[src/rtl/attnCtlPkg.sv]
`timescale 1ns/1ps
package attnCtlPkg;

  typedef enum logic [2:0] {
    PH_INIT,
    PH_BOOT,
    PH_IDLE,
    PH_ARM,
    PH_REJECT,
    PH_FOLLOW,
    PH_FROZEN
  } phase_t;

  typedef struct packed {
    logic captLines;
    logic loadCapt;
    logic loadLines;
    logic loadRef;
  } dpStrobe_t;

  function automatic int nsToCycles(int clkMhz, int ns);
    return (clkMhz * ns + 999) / 1000;
  endfunction

endpackage

[src/rtl/attnSync.sv]
`timescale 1ns/1ps
module attnSync #(
  parameter int WIDTH  = 8,
  parameter int STAGES = 2
) (
  input  logic             clk,
  input  logic             rstN,
  input  logic [WIDTH-1:0] din,
  output logic [WIDTH-1:0] dout
);

  logic [STAGES-1:0][WIDTH-1:0] chain;

  for (genvar s = 0; s < STAGES; s++) begin : g_stage
    if (s == 0) begin : g_first
      always_ff @(posedge clk or negedge rstN) begin
        if (!rstN) chain[0] <= '0;
        else       chain[0] <= din;
      end
    end else begin : g_next
      always_ff @(posedge clk or negedge rstN) begin
        if (!rstN) chain[s] <= '0;
        else       chain[s] <= chain[s-1];
      end
    end
  end

  assign dout = chain[STAGES-1];

endmodule

[src/rtl/attnDatapath.sv]
`timescale 1ns/1ps
module attnDatapath
  import attnCtlPkg::*;
#(
  parameter int                CODE_W      = 6,
  parameter logic [CODE_W-1:0] PULLUP_MASK = 6'b111000,
  parameter int                SETUP_CYC   = 20
) (
  input  logic              clk,
  input  logic              rstN,
  input  logic [CODE_W-1:0] rawLines,
  input  logic [CODE_W-1:0] lineFloat,
  input  dpStrobe_t         strobe,
  output logic [CODE_W-1:0] attenCode,
  output logic              linesMatch,
  output logic              setupOk
);

  localparam int                 CNT_W     = $clog2(SETUP_CYC + 1);
  localparam logic [CNT_W-1:0]   SETUP_LIM = CNT_W'(SETUP_CYC);

  logic [CODE_W-1:0] resolved;
  logic [CODE_W-1:0] prevLines;
  logic [CODE_W-1:0] captReg;
  logic [CODE_W-1:0] codeReg;
  logic [CNT_W-1:0]  stableCnt;

  // undriven pins take their pull value
  assign resolved = (rawLines & ~lineFloat) | (PULLUP_MASK & lineFloat);

  always_ff @(posedge clk or negedge rstN) begin
    if (!rstN) begin
      prevLines <= '0;
      stableCnt <= '0;
    end else begin
      prevLines <= resolved;
      if (resolved != prevLines)       stableCnt <= '0;
      else if (stableCnt != SETUP_LIM) stableCnt <= stableCnt + 1'b1;
    end
  end

  always_ff @(posedge clk or negedge rstN) begin
    if (!rstN)                 captReg <= '0;
    else if (strobe.captLines) captReg <= resolved;
  end

  always_ff @(posedge clk or negedge rstN) begin
    if (!rstN)                 codeReg <= '1;
    else if (strobe.loadRef)   codeReg <= '0;
    else if (strobe.loadCapt)  codeReg <= captReg;
    else if (strobe.loadLines) codeReg <= resolved;
  end

  assign setupOk    = (stableCnt == SETUP_LIM);
  assign linesMatch = (resolved == captReg);
  assign attenCode  = codeReg;

endmodule

[src/rtl/attnControl.sv]
`timescale 1ns/1ps
module attnControl
  import attnCtlPkg::*;
#(
  parameter int INIT_CYC  = 3,
  parameter int BOOT_CYC  = 800,
  parameter int PULSE_CYC = 6,
  parameter int WIN_CYC   = 20
) (
  input  logic      clk,
  input  logic      rstN,
  input  logic      modeSelS,
  input  logic      modeFloatS,
  input  logic      latchEnS,
  input  logic      latchFloatS,
  input  logic      linesMatch,
  input  logic      setupOk,
  output dpStrobe_t strobe,
  output phase_t    phase
);

  localparam int MAX_CYC = (BOOT_CYC > WIN_CYC) ?
                           ((BOOT_CYC > INIT_CYC) ? BOOT_CYC : INIT_CYC) :
                           ((WIN_CYC > INIT_CYC) ? WIN_CYC : INIT_CYC);
  localparam int             CNT_W     = $clog2(MAX_CYC + 1);
  localparam logic [CNT_W-1:0] INIT_LIM  = CNT_W'(INIT_CYC - 1);
  localparam logic [CNT_W-1:0] BOOT_LIM  = CNT_W'(BOOT_CYC - 1);
  localparam logic [CNT_W-1:0] PULSE_LIM = CNT_W'(PULSE_CYC - 1);
  localparam logic [CNT_W-1:0] WIN_LIM   = CNT_W'(WIN_CYC - 1);

  phase_t           nxtPhase;
  logic [CNT_W-1:0] cnt;
  logic [CNT_W-1:0] cntNxt;
  logic             lePrev;
  logic             leLevel;
  logic             serialSel;
  logic             leRise;

  assign serialSel = modeSelS | modeFloatS;
  assign leLevel   = latchEnS & ~latchFloatS;
  assign leRise    = leLevel & ~lePrev;

  always_comb begin
    nxtPhase = phase;
    cntNxt   = cnt + 1'b1;
    strobe   = '0;
    unique case (phase)
      PH_INIT: begin
        if (cnt == INIT_LIM) begin
          cntNxt = '0;
          if (serialSel) begin
            nxtPhase       = PH_FROZEN;
            strobe.loadRef = leLevel;
          end else if (leLevel) begin
            nxtPhase = PH_BOOT;
          end else begin
            nxtPhase = PH_IDLE;
          end
        end
      end
      PH_BOOT: begin
        if (cnt == BOOT_LIM) begin
          cntNxt           = '0;
          strobe.loadLines = 1'b1;
          nxtPhase         = leLevel ? PH_FOLLOW : PH_IDLE;
        end
      end
      PH_IDLE: begin
        cntNxt = '0;
        if (leRise) begin
          if (setupOk) begin
            strobe.captLines = 1'b1;
            nxtPhase         = PH_ARM;
          end else begin
            nxtPhase = PH_REJECT;
          end
        end
      end
      PH_ARM: begin
        if (!linesMatch || (!leLevel && cnt < PULSE_LIM)) begin
          cntNxt   = '0;
          nxtPhase = leLevel ? PH_REJECT : PH_IDLE;
        end else if (cnt == WIN_LIM) begin
          cntNxt          = '0;
          strobe.loadCapt = 1'b1;
          nxtPhase        = leLevel ? PH_FOLLOW : PH_IDLE;
        end
      end
      PH_REJECT: begin
        cntNxt = '0;
        if (!leLevel) nxtPhase = PH_IDLE;
      end
      PH_FOLLOW: begin
        cntNxt = '0;
        if (leLevel) strobe.loadLines = 1'b1;
        else         nxtPhase         = PH_IDLE;
      end
      PH_FROZEN: cntNxt = '0;
      default: begin
        cntNxt   = '0;
        nxtPhase = PH_IDLE;
      end
    endcase
  end

  always_ff @(posedge clk or negedge rstN) begin
    if (!rstN) begin
      phase  <= PH_INIT;
      cnt    <= '0;
      lePrev <= 1'b0;
    end else begin
      phase  <= nxtPhase;
      cnt    <= cntNxt;
      lePrev <= leLevel;
    end
  end

endmodule

[src/rtl/attnParallelLatch.sv]
`timescale 1ns/1ps
module attnParallelLatch
  import attnCtlPkg::*;
#(
  parameter int                CODE_W      = 6,
  parameter int                CLK_MHZ     = 200,
  parameter int                SETUP_NS    = 100,
  parameter int                HOLD_NS     = 100,
  parameter int                PULSE_NS    = 30,
  parameter int                BOOT_NS     = 4000,
  parameter int                SYNC_STAGES = 2,
  parameter logic [CODE_W-1:0] PULLUP_MASK = 6'b111000
) (
  input  logic              clk,
  input  logic              rstN,
  input  logic              modeSel,
  input  logic              modeFloat,
  input  logic              latchEn,
  input  logic              latchFloat,
  input  logic [CODE_W-1:0] ctrlLines,
  input  logic [CODE_W-1:0] lineFloat,
  output logic [CODE_W-1:0] attenCode
);

  localparam int SETUP_CYC = nsToCycles(CLK_MHZ, SETUP_NS);
  localparam int HOLD_CYC  = nsToCycles(CLK_MHZ, HOLD_NS);
  localparam int PULSE_CYC = nsToCycles(CLK_MHZ, PULSE_NS);
  localparam int BOOT_CYC  = nsToCycles(CLK_MHZ, BOOT_NS);
  localparam int WIN_CYC   = (HOLD_CYC > PULSE_CYC) ? HOLD_CYC : PULSE_CYC;
  localparam int INIT_CYC  = SYNC_STAGES + 1;
  localparam int SYNC_W    = 2 * CODE_W + 4;

  logic [SYNC_W-1:0] syncIn;
  logic [SYNC_W-1:0] syncOut;
  logic              modeSelS;
  logic              modeFloatS;
  logic              latchEnS;
  logic              latchFloatS;
  logic [CODE_W-1:0] linesS;
  logic [CODE_W-1:0] floatS;
  logic              linesMatch;
  logic              setupOk;
  dpStrobe_t         dpStrobe;
  phase_t            ctrlPhase;

  assign syncIn = {modeSel, modeFloat, latchEn, latchFloat, lineFloat, ctrlLines};
  assign {modeSelS, modeFloatS, latchEnS, latchFloatS, floatS, linesS} = syncOut;

  attnSync #(.WIDTH(SYNC_W), .STAGES(SYNC_STAGES)) u_sync (
    .clk  (clk),
    .rstN (rstN),
    .din  (syncIn),
    .dout (syncOut)
  );

  attnControl #(
    .INIT_CYC  (INIT_CYC),
    .BOOT_CYC  (BOOT_CYC),
    .PULSE_CYC (PULSE_CYC),
    .WIN_CYC   (WIN_CYC)
  ) u_control (
    .clk         (clk),
    .rstN        (rstN),
    .modeSelS    (modeSelS),
    .modeFloatS  (modeFloatS),
    .latchEnS    (latchEnS),
    .latchFloatS (latchFloatS),
    .linesMatch  (linesMatch),
    .setupOk     (setupOk),
    .strobe      (dpStrobe),
    .phase       (ctrlPhase)
  );

  attnDatapath #(
    .CODE_W      (CODE_W),
    .PULLUP_MASK (PULLUP_MASK),
    .SETUP_CYC   (SETUP_CYC)
  ) u_datapath (
    .clk        (clk),
    .rstN       (rstN),
    .rawLines   (linesS),
    .lineFloat  (floatS),
    .strobe     (dpStrobe),
    .attenCode  (attenCode),
    .linesMatch (linesMatch),
    .setupOk    (setupOk)
  );

endmodule

[config.mk]
export PLATFORM = sky130hd
export DESIGN_NAME = attnParallelLatch
export DESIGN_NICKNAME = d
export VERILOG_FILES = /design/src/rtl/attnCtlPkg.sv /design/src/rtl/attnSync.sv /design/src/rtl/attnDatapath.sv /design/src/rtl/attnControl.sv /design/src/rtl/attnParallelLatch.sv
export SDC_FILE = /design/constraint.sdc
export NUM_CORES = 1
export LEC_CHECK = 0
export BUFFER_PORTS_ARGS = -buffer_cell sky130_fd_sc_hd__buf_2
export CORE_MARGIN = 2
export CORE_UTILIZATION = 62
export DETAILED_ROUTE_END_ITERATION = 10
export PLACE_DENSITY = 0.92
export SETUP_SLACK_MARGIN = 0.2
export SLEW_MARGIN = 20
export SYNTH_ARGS = -nofsm -noshare
export SYNTH_HDL_FRONTEND = slang
export SYNTH_SLANG_ARGS = --single-unit
[constraint.sdc]
create_clock -name clk -period 3.95 [get_ports clk]
set_clock_uncertainty 0.2 [all_clocks]
set_input_delay 0.79 -clock clk [delete_from_list [all_inputs] [get_ports clk]]
set_output_delay 0.79 -clock clk [all_outputs]
set_load 0.01 [all_outputs]
* Yosys cells after proc, flatten, opt, wreduce, memory -nomap -nowiden *
Index checks and enable logic that the tools add are counted.

operators by class
  bitwise operators = 9
  reduce and logical (&&, ||, !) cells = 9
  multiplexer cells = 34
  add/sub/neg operators = 2
  order comparisons = 1
  equality and inequality tests = 18

operators by type and width
  kind                   count
  $mux 10                4
  $mux 3                 10
  $pmux 10 s3            1
  $mux 6                 3
  $pmux 3 s6             1
  $mux 1                 11
  $add 10x1->10 const B  1
  $eq 10x10->1 const B   1
  $eq 10x2->1 const B    1
  $eq 10x5->1 const B    1
  $lt 10x3->1 const B    1
  $mux 5                 2
  $eq 3x3->1 const B     3
  $and 6x6->6            1
  $eq 3x2->1 const B     2
  $eq 6x6->1             1
  $ne 2x1->1 const B     3
  $ne 6x6->1             1
  $not 6->6              1
  $or 6x6->6             1
  $reduce_and 6->1       1
  $add 5x1->5 const B    1
  $eq 5x5->1 const B     1
  $ne 5x5->1 const B     1
  15 further kinds       19

word-level totals
  input port bits = 18
  word-level logic and storage cells = 82
  flip-flop bits (word level) = 69
  output and inout bits = 6

* Depth between registers and ports, before layout *
Gate-level depths: netlist of run 1.

  depth after elaboration = 10
  mapped depth = 8
  depth with buffers taken out = 8

* Cells and area by module *
A second synthesis of run 1 with hierarchy kept.

second synthesis, totals
  cell total of the unflattened synthesis = 251
  area, all modules = 3011.6 um^2

modules (own cells, without submodules)
  module        instances  sequential area each (um^2)  area each (um^2)  cells each
  attnDatapath  1          583.1                        1189.9            104
  attnSync      1          800.8                        920.9             48
  attnControl   1          350.3                        900.9             99

* Least setup slack after synthesis of run 1 *
Ideal clock, no wire load.

  path kind = register to register
  start = register u_datapath.stableCnt[0]
  end = register u_datapath.captReg[0]
  data arrival time = 2.009 ns
  required time = 3.625 ns
  path slack = 1.616 ns
  library setup time = 0.125 ns
  cell stages (with the launch flop) = 8
  path buffers = 1
  clock period less this slack = 2.334 ns
  cell sequence = dfrtp_1 -> inv_1 -> ha_1 -> nand4b_2 -> or3_1 -> or4_1 -> clkbuf_1 -> mux2_2

between the ends
  cells in the longest elaborated chain, start to end = 4

RTL lines
  element                   line                text
  start: declaration        attnDatapath.sv:26  logic [CNT_W-1:0] stableCnt;
  start signal: assignment  attnDatapath.sv:38  else if (stableCnt != SETUP_LIM) stableCnt <= stableCnt + 1'b1;
  $eq 5x5->1                attnDatapath.sv:54  assign setupOk = (stableCnt == SETUP_LIM);
  $mux 1                    attnControl.sv:71   if (setupOk) begin
  $mux 1                    attnControl.sv:70   if (leRise) begin
  $mux 1                    attnControl.sv:47   unique case (phase)
  end signal: assignment    attnDatapath.sv:44  else if (strobe.captLines) captReg <= resolved;
  end: declaration          attnDatapath.sv:24  logic [CODE_W-1:0] captReg;

Every way passes these cells.
A chain may end at the register's enable or synchronous reset.

* Worst setup path in the final report of run 1 *
Same ends and word-level chain as after synthesis.

==> key figures, run 1 <==
Hold path
  – Min-Delay Path Depth: 0
  – Worst hold-check path type: reg -> reg

Setup path
  – Worst EP required: 3.98 ns
  – R2R depth: 6
  – CP Launch Type: register
  – Critical-path cell list: inv_1, ha_1, nand4b_2, or3_1, or4_1, mux2_2
  – Setup CP Type: reg -> reg
  – Crit end category: register
  – Slowest cell delay on critical path: 0.60 ns
  – CP arrival: 2.68 ns
  – CP max FO: 9
  – Slowest cell on crit path: or4_1

Die
  – Core area: 4290 µm²
  – Top Ports: 24
  – Core Rows: 24
  – Die Y-Extent: 70.4 µm
  – Die Width: 70.4 µm
  – Starting Density: 0.637
  – Die area: 4960 µm²

GRT
  – Grt total ovfl: 0
  – Largest net degree at the start of global routing: 47
  – Met2 Track Usage GR: 0.357
  – Antenna violations before repair: 0
  – Global Route met3 Usage: 0.0736
  – Number of global-route vias before repair: 1800
  – Gr busiest metal: met2
  – Met1 GRT Util: 0.285
  – Global-route usage over all layers: 0.225
  – First-pass GRT wire length: 8270 µm

Yosys
  – Net count after synthesis: 243
  – Unique masters post-synth: 36
  – Register area share after synthesis: 0.634
  – Mean Syn Cell Area: 12.4 µm²
  – Synth Warn #: 0
  – Cell area after synthesis: 2740 µm²
  – Yosys reg bits: 69
  – Syn Inst Count: 220

STA
  – Worst slew pin tran: 0.954 ns
  – Post-route minimum period: 2.66 ns
  – Final setup fails: 0
  – Final setup TNS: 0 ns
  – Final hold viol count: 0
  – Slew Limit Fails: 0
  – Final Cycle Share: 0.672
  – Max Clk Rate: 0.377 GHz
  – Relative slew slack: 0.364
  – Unrepaired setup endpoints after global routing: no

Clock tree
  – Clock transition at the registers of the reported paths: 0.07 ns
  – CTS tree: yes
  – Cts bufs inserted: 9
  – Number of H-tree levels: 3
  – Hold Buf Count CTS: 0
  – Clock Latency Late Sink: 0.34 ns
  – CTS-repair resized insts: 0
  – CTS max path bufs: 2
  – CTS Sinks: 69
  – Clk root buf: clkbuf_8
  – Number of buffers added for setup after CTS: 0

Detailed routing
  – Vias: 1715
  – Final wirelength: 4950 µm
  – ANT nets after route: 0
  – Vias per cell: 5.64
  – Post-DR wirelength/cell: 16.3 µm
  – TritonRoute pass-1 iters: 4
  – DRC Markers: 0
  – DRT iter0 DRCs: 101

Placed design
  – DP Cell Count: 289
  – Gpl congestion: 0.784
  – Final HPWL DP: 3120 µm
  – Port-buffer cells: 23

Pwr
  – Clock power share: 0.311
  – Leakage: 1.42 nW
  – Switching share of power: 0.284
  – Tot Pwr: 0.00158 W
  – Peak VDD IR: 0.462 mV
  – Share of total power in combinational logic: 0.151
  – Seq pwr share: 0.537
  – PwrDens: 515 nW/µm²
  – Int Pwr: 0.00113 W
  – NetSw: 0.000447 W

Run status
  – Outcome: complete, no violations

Final layout
  – Commonest non-fill, non-tap cells in the layout: dfrtp_1, nor2_1, buf_2
  – Fill cell count: 286
  – Layout cells sized above 1: 0.242
  – Number of diodes: 0
  – Non-Filler Instances: 304
  – Area growth, synth to finish: 11.9%
  – Commonest non-fill, non-tap cell in the layout: dfrtp_1
  – Layout Nets: 271

Job
  – Maxcap violations: 0
[cell type report]
type                    count  area (µm²)  share of cell area
flip-flops and latches     69        1730               0.566
multi-input cells         133         932               0.304
well taps                  52        65.1              0.0213
repair buffers             24         123              0.0400
clock buffers              11         141              0.0462
clock inverters             4        25.0             0.00817
inverters                  11        41.3              0.0135
[worst paths after layout]
kind / start / end / slack (ns)
min: u_sync.chain[14]$_DFF_PN0_ / u_sync.dout[14]$_DFF_PN0_ / 0.14
min in group asynchronous: rstN / u_sync.dout[4]$_DFF_PN0_ / 0.40
max: u_datapath.stableCnt[0]$_DFFE_PN0P_ / u_datapath.captReg[0]$_DFFE_PN0P_ / 1.29
max in group asynchronous: rstN / u_datapath.stableCnt[3]$_DFFE_PN0P_ / 2.30
max reg2reg: u_datapath.stableCnt[0]$_DFFE_PN0P_ / u_datapath.captReg[0]$_DFFE_PN0P_ / 1.29
min reg2reg: u_sync.chain[14]$_DFF_PN0_ / u_sync.dout[14]$_DFF_PN0_ / 0.14
[per-layer routing]
layer  up-vias  share of wire
li1        791              -
met1       871           0.43
met2        44           0.51
met3         9          0.046
met4         0          0.018
met5         -              0
[power by group through the flow]
stage	registers (W)	clock network (W)	logic (W)
2_1_floorplan	0.000830	0	0.000177
3_3_place_gp	0.000850	0	0.000223
3_5_place_dp	0.000855	0	0.000234
4_1_cts	0.000845	0.000498	0.000241
5_1_grt	0.000853	0.000530	0.000265
6_report	0.000847	0.000490	0.000239
[critical path: cells and delay by family, from the launching register on]
kind | cells | cell delay, ns
DFF | 1 | 0.43
muxes | 1 | 0.35
buffers and inverters | 1 | 0.08
and+or+nand+nor | 3 | 1.27
adders and majority gates | 1 | 0.21
[synthesized netlist by cell type]
library cell,instances,area (µm²)
nand4b_2,1,15.0
mux2_2,9,101
o21ai_0,5,25.0
or3_1,1,6.26
nand3_1,7,35.0
dfrtp_1,63,1580
nand2_1,7,26.3
dfstp_2,6,158
ha_1,5,62.6
o2bb2ai_1,1,8.76
buf_2,1,5.00
nand2b_1,1,6.26
a2111oi_2,1,15.0
nor2b_1,7,43.8
xnor2_1,13,114
clkbuf_1,6,22.5
o31ai_1,1,7.51
a211o_1,1,8.76
and4bb_4,1,16.3
nand3b_1,1,7.51
a32oi_1,1,8.76
nor4_1,3,18.8
mux2i_1,1,10.0
xor2_1,10,87.6
nor4_2,1,12.5
a211oi_1,4,30.0
and3_1,6,37.5
or4_1,1,7.51
a21oi_1,6,30.0
nor3_1,2,10.0
inv_1,11,41.3
nor4b_1,2,17.5
mux2_4,2,30.0
nand4_1,1,6.26
nor2_1,29,109
a21oi_2,2,17.5
[metrics by stage]
step,setup slack (ns),util,hold slack [ns],instance area [µm²]
final,1.29,0.713,0.145,3060
after floorplan,1.62,-,0.131,2740
after CTS,1.31,0.713,0.146,3060
after detailed placement,1.37,0.674,0.135,2900
after global routing,1.21,0.713,0.153,3060
after global placement,1.50,0.674,0.132,2900
[sequential cells by signal (all words and copies together) (netlist names)]
| signal | count |
|---|---|
| u_control.cnt | 10 |
| u_control.lePrev | 1 |
| u_control.phase | 3 |
| u_datapath.attenCode | 6 |
| u_datapath.captReg | 6 |
| u_datapath.prevLines | 6 |
| u_datapath.stableCnt | 5 |
| u_sync.chain | 16 |
| u_sync.dout | 16 |
[cell families after synthesis]
group           share of synthesized area
buf+inv                            0.0252
xor+xnor                           0.0736
mux                                0.0517
simple gates                        0.137
flops                               0.634
compound gates                     0.0554
fa+ha+maj                          0.0229
Note: power is estimated with default switching activity, not from simulation.
==> inputs of run 2 (changes only) <==
- ABC_AREA: default -> 1
- CORE_UTILIZATION: 62 -> 59
- PLACE_DENSITY: 0.92 -> 0.89
- clock period: 3.95 -> 2.5 ns (I/O delays scaled with it)
==> run 2 against run 1 <==
Against the previous run: fmax grew 35%; cell area grew 10%; power grew 76%; synthesized cell count grew 41%; via count grew 22%; largest cell class unchanged; highest routed layer unchanged.
==> key figures, run 2 <==
Hold path
  – Min-Delay Path Depth: 1 (was 0)
  – Hold path endpoint: u_sync.chain[6]$_DFF_PN0_ (was u_sync.dout[14]$_DFF_PN0_)
  – Worst hold-check path type: in -> reg (was reg -> reg)
  – Min-delay src: lineFloat[0] (was u_sync.chain[14]$_DFF_PN0_)

Die
  – Die area: 5590 µm² (was 4960 µm²)
  – Core area: 4790 µm² (was 4290 µm²)
  – Core Rows: 25 (was 24)
  – Starting Density: 0.617 (was 0.637)
  – Top Ports: 24 (unchanged)
  – Die Y-Extent: 74.7 µm (was 70.4 µm)
  – Die Width: 74.7 µm (was 70.4 µm)

STA
  – Max Clk Rate: 0.508 GHz (was 0.377 GHz)
  – Final setup fails: 0 (unchanged)
  – Slew Limit Fails: 0 (unchanged)
  – Min Hold Slack: 0.0662 ns (was 0.145 ns)
  – Post-route minimum period: 1.97 ns (was 2.66 ns)
  – Final hold viol count: 0 (unchanged)
  – Relative slew slack: 0.591 (was 0.364)
  – Final setup TNS: 0 ns (unchanged)
  – Unrepaired setup endpoints after global routing: no (unchanged)
  – Worst slew pin tran: 0.613 ns (was 0.954 ns)
  – Final Cycle Share: 0.787 (was 0.672)

Yosys
  – Leading area contributor after synthesis: dfrtp_1 (unchanged)
  – Synth area leaders: dfrtp_1, nand2_1, inv_1, dfstp_2, nand3_1 (was dfrtp_1, dfstp_2, xnor2_1, nor2_1, mux2_2)
  – Cell with the most instances after synthesis: nand2_1 (was dfrtp_1)
  – Top cells by count, synth: nand2_1, dfrtp_1, inv_1, nand3_1, nor2_1 (was dfrtp_1, nor2_1, xnor2_1, inv_1, xor2_1)
  – Cell area after synthesis: 2950 µm² (was 2740 µm²)
  – Net count after synthesis: 333 (was 243)
  – Yosys reg bits: 69 (unchanged)
  – Synth Warn #: 0 (unchanged)
  – Unique masters post-synth: 30 (was 36)
  – Top FF cell, synth: dfrtp_1 (unchanged)
  – Mean Syn Cell Area: 9.53 µm² (was 12.4 µm²)
  – Async SR Flop Fraction: 1.00 (unchanged)
  – Number of enable flip-flop cells after synthesis: 0 (unchanged)
  – Top-area cell type share of the netlist area: 0.534 (was 0.576)
  – Syn Inst Count: 310 (was 220)
  – Register area share after synthesis: 0.587 (was 0.634)

Detailed routing
  – DRT iter0 DRCs: 96 (was 101)
  – ANT nets after route: 0 (unchanged)
  – Vias per cell: 5.01 (was 5.64)
  – TritonRoute pass-1 iters: 4 (unchanged)
  – Final wirelength: 5150 µm (was 4950 µm)
  – Vias: 2086 (was 1715)
  – DRC Markers: 0 (unchanged)
  – Post-DR wirelength/cell: 12.4 µm (was 16.3 µm)

Clock tree
  – CTS tree: yes (unchanged)
  – Clk root buf: clkbuf_8 (unchanged)
  – CTS-repair resized insts: 0 (unchanged)
  – CTS max path bufs: 2 (unchanged)
  – Number of buffers added for setup after CTS: 0 (unchanged)
  – CTS Sinks: 69 (unchanged)
  – Cts bufs inserted: 9 (unchanged)
  – Clock transition at the registers of the reported paths: 0.07 ns (about the same)
  – Hold Buf Count CTS: 1 (was 0)
  – Number of H-tree levels: 3 (unchanged)
  – Clock Latency Late Sink: 0.34 ns (about the same)

Setup path
  – R2r endpoint: u_control.phase[0]$_DFFE_PN0P_ (was u_datapath.captReg[0]$_DFFE_PN0P_)
  – Top cell by count, worst path: nand2_1
  – R2R depth: 12 (was 6)
  – CP max FO: 14 (was 9)
  – CP arrival: 2.05 ns (was 2.68 ns)
  – Setup CP Type: reg -> reg (unchanged)
  – Reg-to-Reg Start: u_control.cnt[0]$_DFF_PN0_ (was u_datapath.stableCnt[0]$_DFFE_PN0P_)
  – R2r setup slk: 0.53 ns (was 1.29 ns)
  – Crit end category: register (unchanged)
  – Critical-path cell list: ha_1, nand2_1, nor2_1, inv_1, nor2_1, nand2_1, nand2_1, o21ai_1, clkinv_2, nand3_1, nand2_1, nand2_1 (was inv_1, ha_1, nand4b_2, or3_1, or4_1, mux2_2)
  – Slowest cell on crit path: dfrtp_1 (was or4_1)
  – Worst EP required: 2.58 ns (was 3.98 ns)
  – Slowest cell delay on critical path: 0.42 ns (was 0.60 ns)
  – CP Launch Type: register (unchanged)

Final layout
  – Commonest non-fill, non-tap cell in the layout: nand2_1 (was dfrtp_1)
  – Area of the multi-input gates: 1020 µm² (was 932 µm²)
  – Layout Nets: 367 (was 271)
  – Fill cell count: 361 (was 286)
  – Number of diodes: 0 (unchanged)
  – Area growth, synth to finish: 14.2% (was 11.9%)
  – Layout cells sized above 1: 0.183 (was 0.242)
  – Commonest non-fill, non-tap cells in the layout: nand2_1, dfrtp_1, inv_1 (was dfrtp_1, nor2_1, buf_2)
  – FF+latch area: 1730 µm² (unchanged)

Pwr
  – PwrDens: 822 nW/µm² (was 515 nW/µm²)
  – NetSw: 0.000809 W (was 0.000447 W)
  – Int Pwr: 0.00196 W (was 0.00113 W)
  – Seq pwr share: 0.485 (was 0.537)
  – Peak VDD IR: 0.555 mV (was 0.462 mV)
  – Switching share of power: 0.292 (was 0.284)
  – Leakage: 1.66 nW (was 1.42 nW)
  – Share of total power in combinational logic: 0.184 (was 0.151)
  – Clock power share: 0.331 (was 0.311)

GRT
  – Global-route usage over all layers: 0.220 (was 0.225)
  – Antenna violations before repair: 0 (unchanged)
  – Grt total ovfl: 0 (unchanged)
  – Largest net degree at the start of global routing: 32 (was 47)
  – Number of global-route vias before repair: 2046 (was 1800)
  – First-pass GRT wire length: 9040 µm (was 8270 µm)

Placed design
  – Final HPWL DP: 3730 µm (was 3120 µm)
  – Gpl congestion: 0.905 (was 0.784)
  – Port-buffer cells: 23 (unchanged)

Job
  – Maxcap violations: 0 (unchanged)

Run status
  – Outcome: complete, no violations (unchanged)
## run 2: cell types whose count changed after synthesis, sizes merged, moves of 6 or more
cell / before / now
inv: 11 / 46
xnor2: 13 / 7
nand2: 7 / 73
nand3: 7 / 24
and3: 6 / 0
mux2: 11 / 0
nor2b: 7 / 0
nor3: 2 / 8
a21oi: 8 / 14
clkbuf: 6 / 0
nand4: 1 / 7
## run 2: cell type report
| class | instances | share of cell area |
|---|---|---|
| multi-input combinational | 191 | 0.303 |
| inverter | 47 | 0.0527 |
| timing repair buffer | 26 | 0.0453 |
| tap | 67 | 0.0249 |
| clock inverter | 3 | 0.0130 |
| clock buffer | 13 | 0.0471 |
| sequential | 69 | 0.514 |
## run 2: worst max-delay path: cells and delay by family (launching register included)
kind                       cells  cell delay [ns]
DFF                            1             0.42
buffers and inverters          2             0.28
AOI/OAI and AO/OA              1             0.10
adders and majority gates      1             0.26
and+or+nand+nor                8             0.65
## run 2: worst max path at each step
stage | start | to | depth (start not counted)
final | u_control.cnt[0]$_DFF_PN0_ | u_control.phase[0]$_DFFE_PN0P_ | 12
after global routing | u_control.cnt[1]$_DFF_PN0_ | u_control.phase[1]$_DFFE_PN0P_ | 12
after CTS | u_control.cnt[0]$_DFF_PN0_ | u_control.phase[0]$_DFFE_PN0P_ | 12
after detailed placement | u_control.cnt[1]$_DFF_PN0_ | u_control.phase[0]$_DFFE_PN0P_ | 12
after global placement | u_control.cnt[0]$_DFF_PN0_ | u_control.phase[0]$_DFFE_PN0P_ | 10
after floorplan | u_control.cnt[0]$_DFF_PN0_ | u_control.phase[2]$_DFFE_PN0P_ | 12
## run 2: power groups by stage
stage	clock network, W	logic, W	registers, W
2_1_floorplan	0	0.000353	0.00137
3_3_place_gp	0	0.000486	0.00136
3_5_place_dp	0	0.000505	0.00136
4_1_cts	0.000936	0.000509	0.00135
5_1_grt	0.000983	0.000578	0.00136
6_report	0.000917	0.000509	0.00135
## run 2: cells by family (layout without fill, tap and decap cells)
| kind of cell | Yosys count | in the layout | share of synthesized area |
|---|---|---|---|
| buffers and inverters | 50 | 89 | 0.0674 |
| and+or+nand+nor | 143 | 143 | 0.227 |
| xor gates and xnor gates | 15 | 15 | 0.0445 |
| adders and majority gates | 5 | 5 | 0.0212 |
| DFF | 69 | 69 | 0.587 |
| AOI/OAI and AO/OA | 28 | 28 | 0.0530 |
## run 2: per-layer routing
layer,up-vias,GRT usage,share of wire
met5,-,0,0
li1,1039,-,-
met3,6,0.0576,0.035
met2,45,0.351,0.50
met1,996,0.289,0.46
met4,0,0.0913,0.012
## run 2: stage by stage
stage                     power (W)  cell area, µm²   util  cells  setup WS [ns]
final                       0.00277            3370  0.704    416          0.533
after global routing        0.00292            3370  0.704    416          0.353
after CTS                   0.00279            3370  0.704    416          0.552
after detailed placement    0.00187            3160  0.660    399          0.562
after global placement      0.00184            3160  0.660    399          0.631
after floorplan             0.00172            2950      -    310          0.810
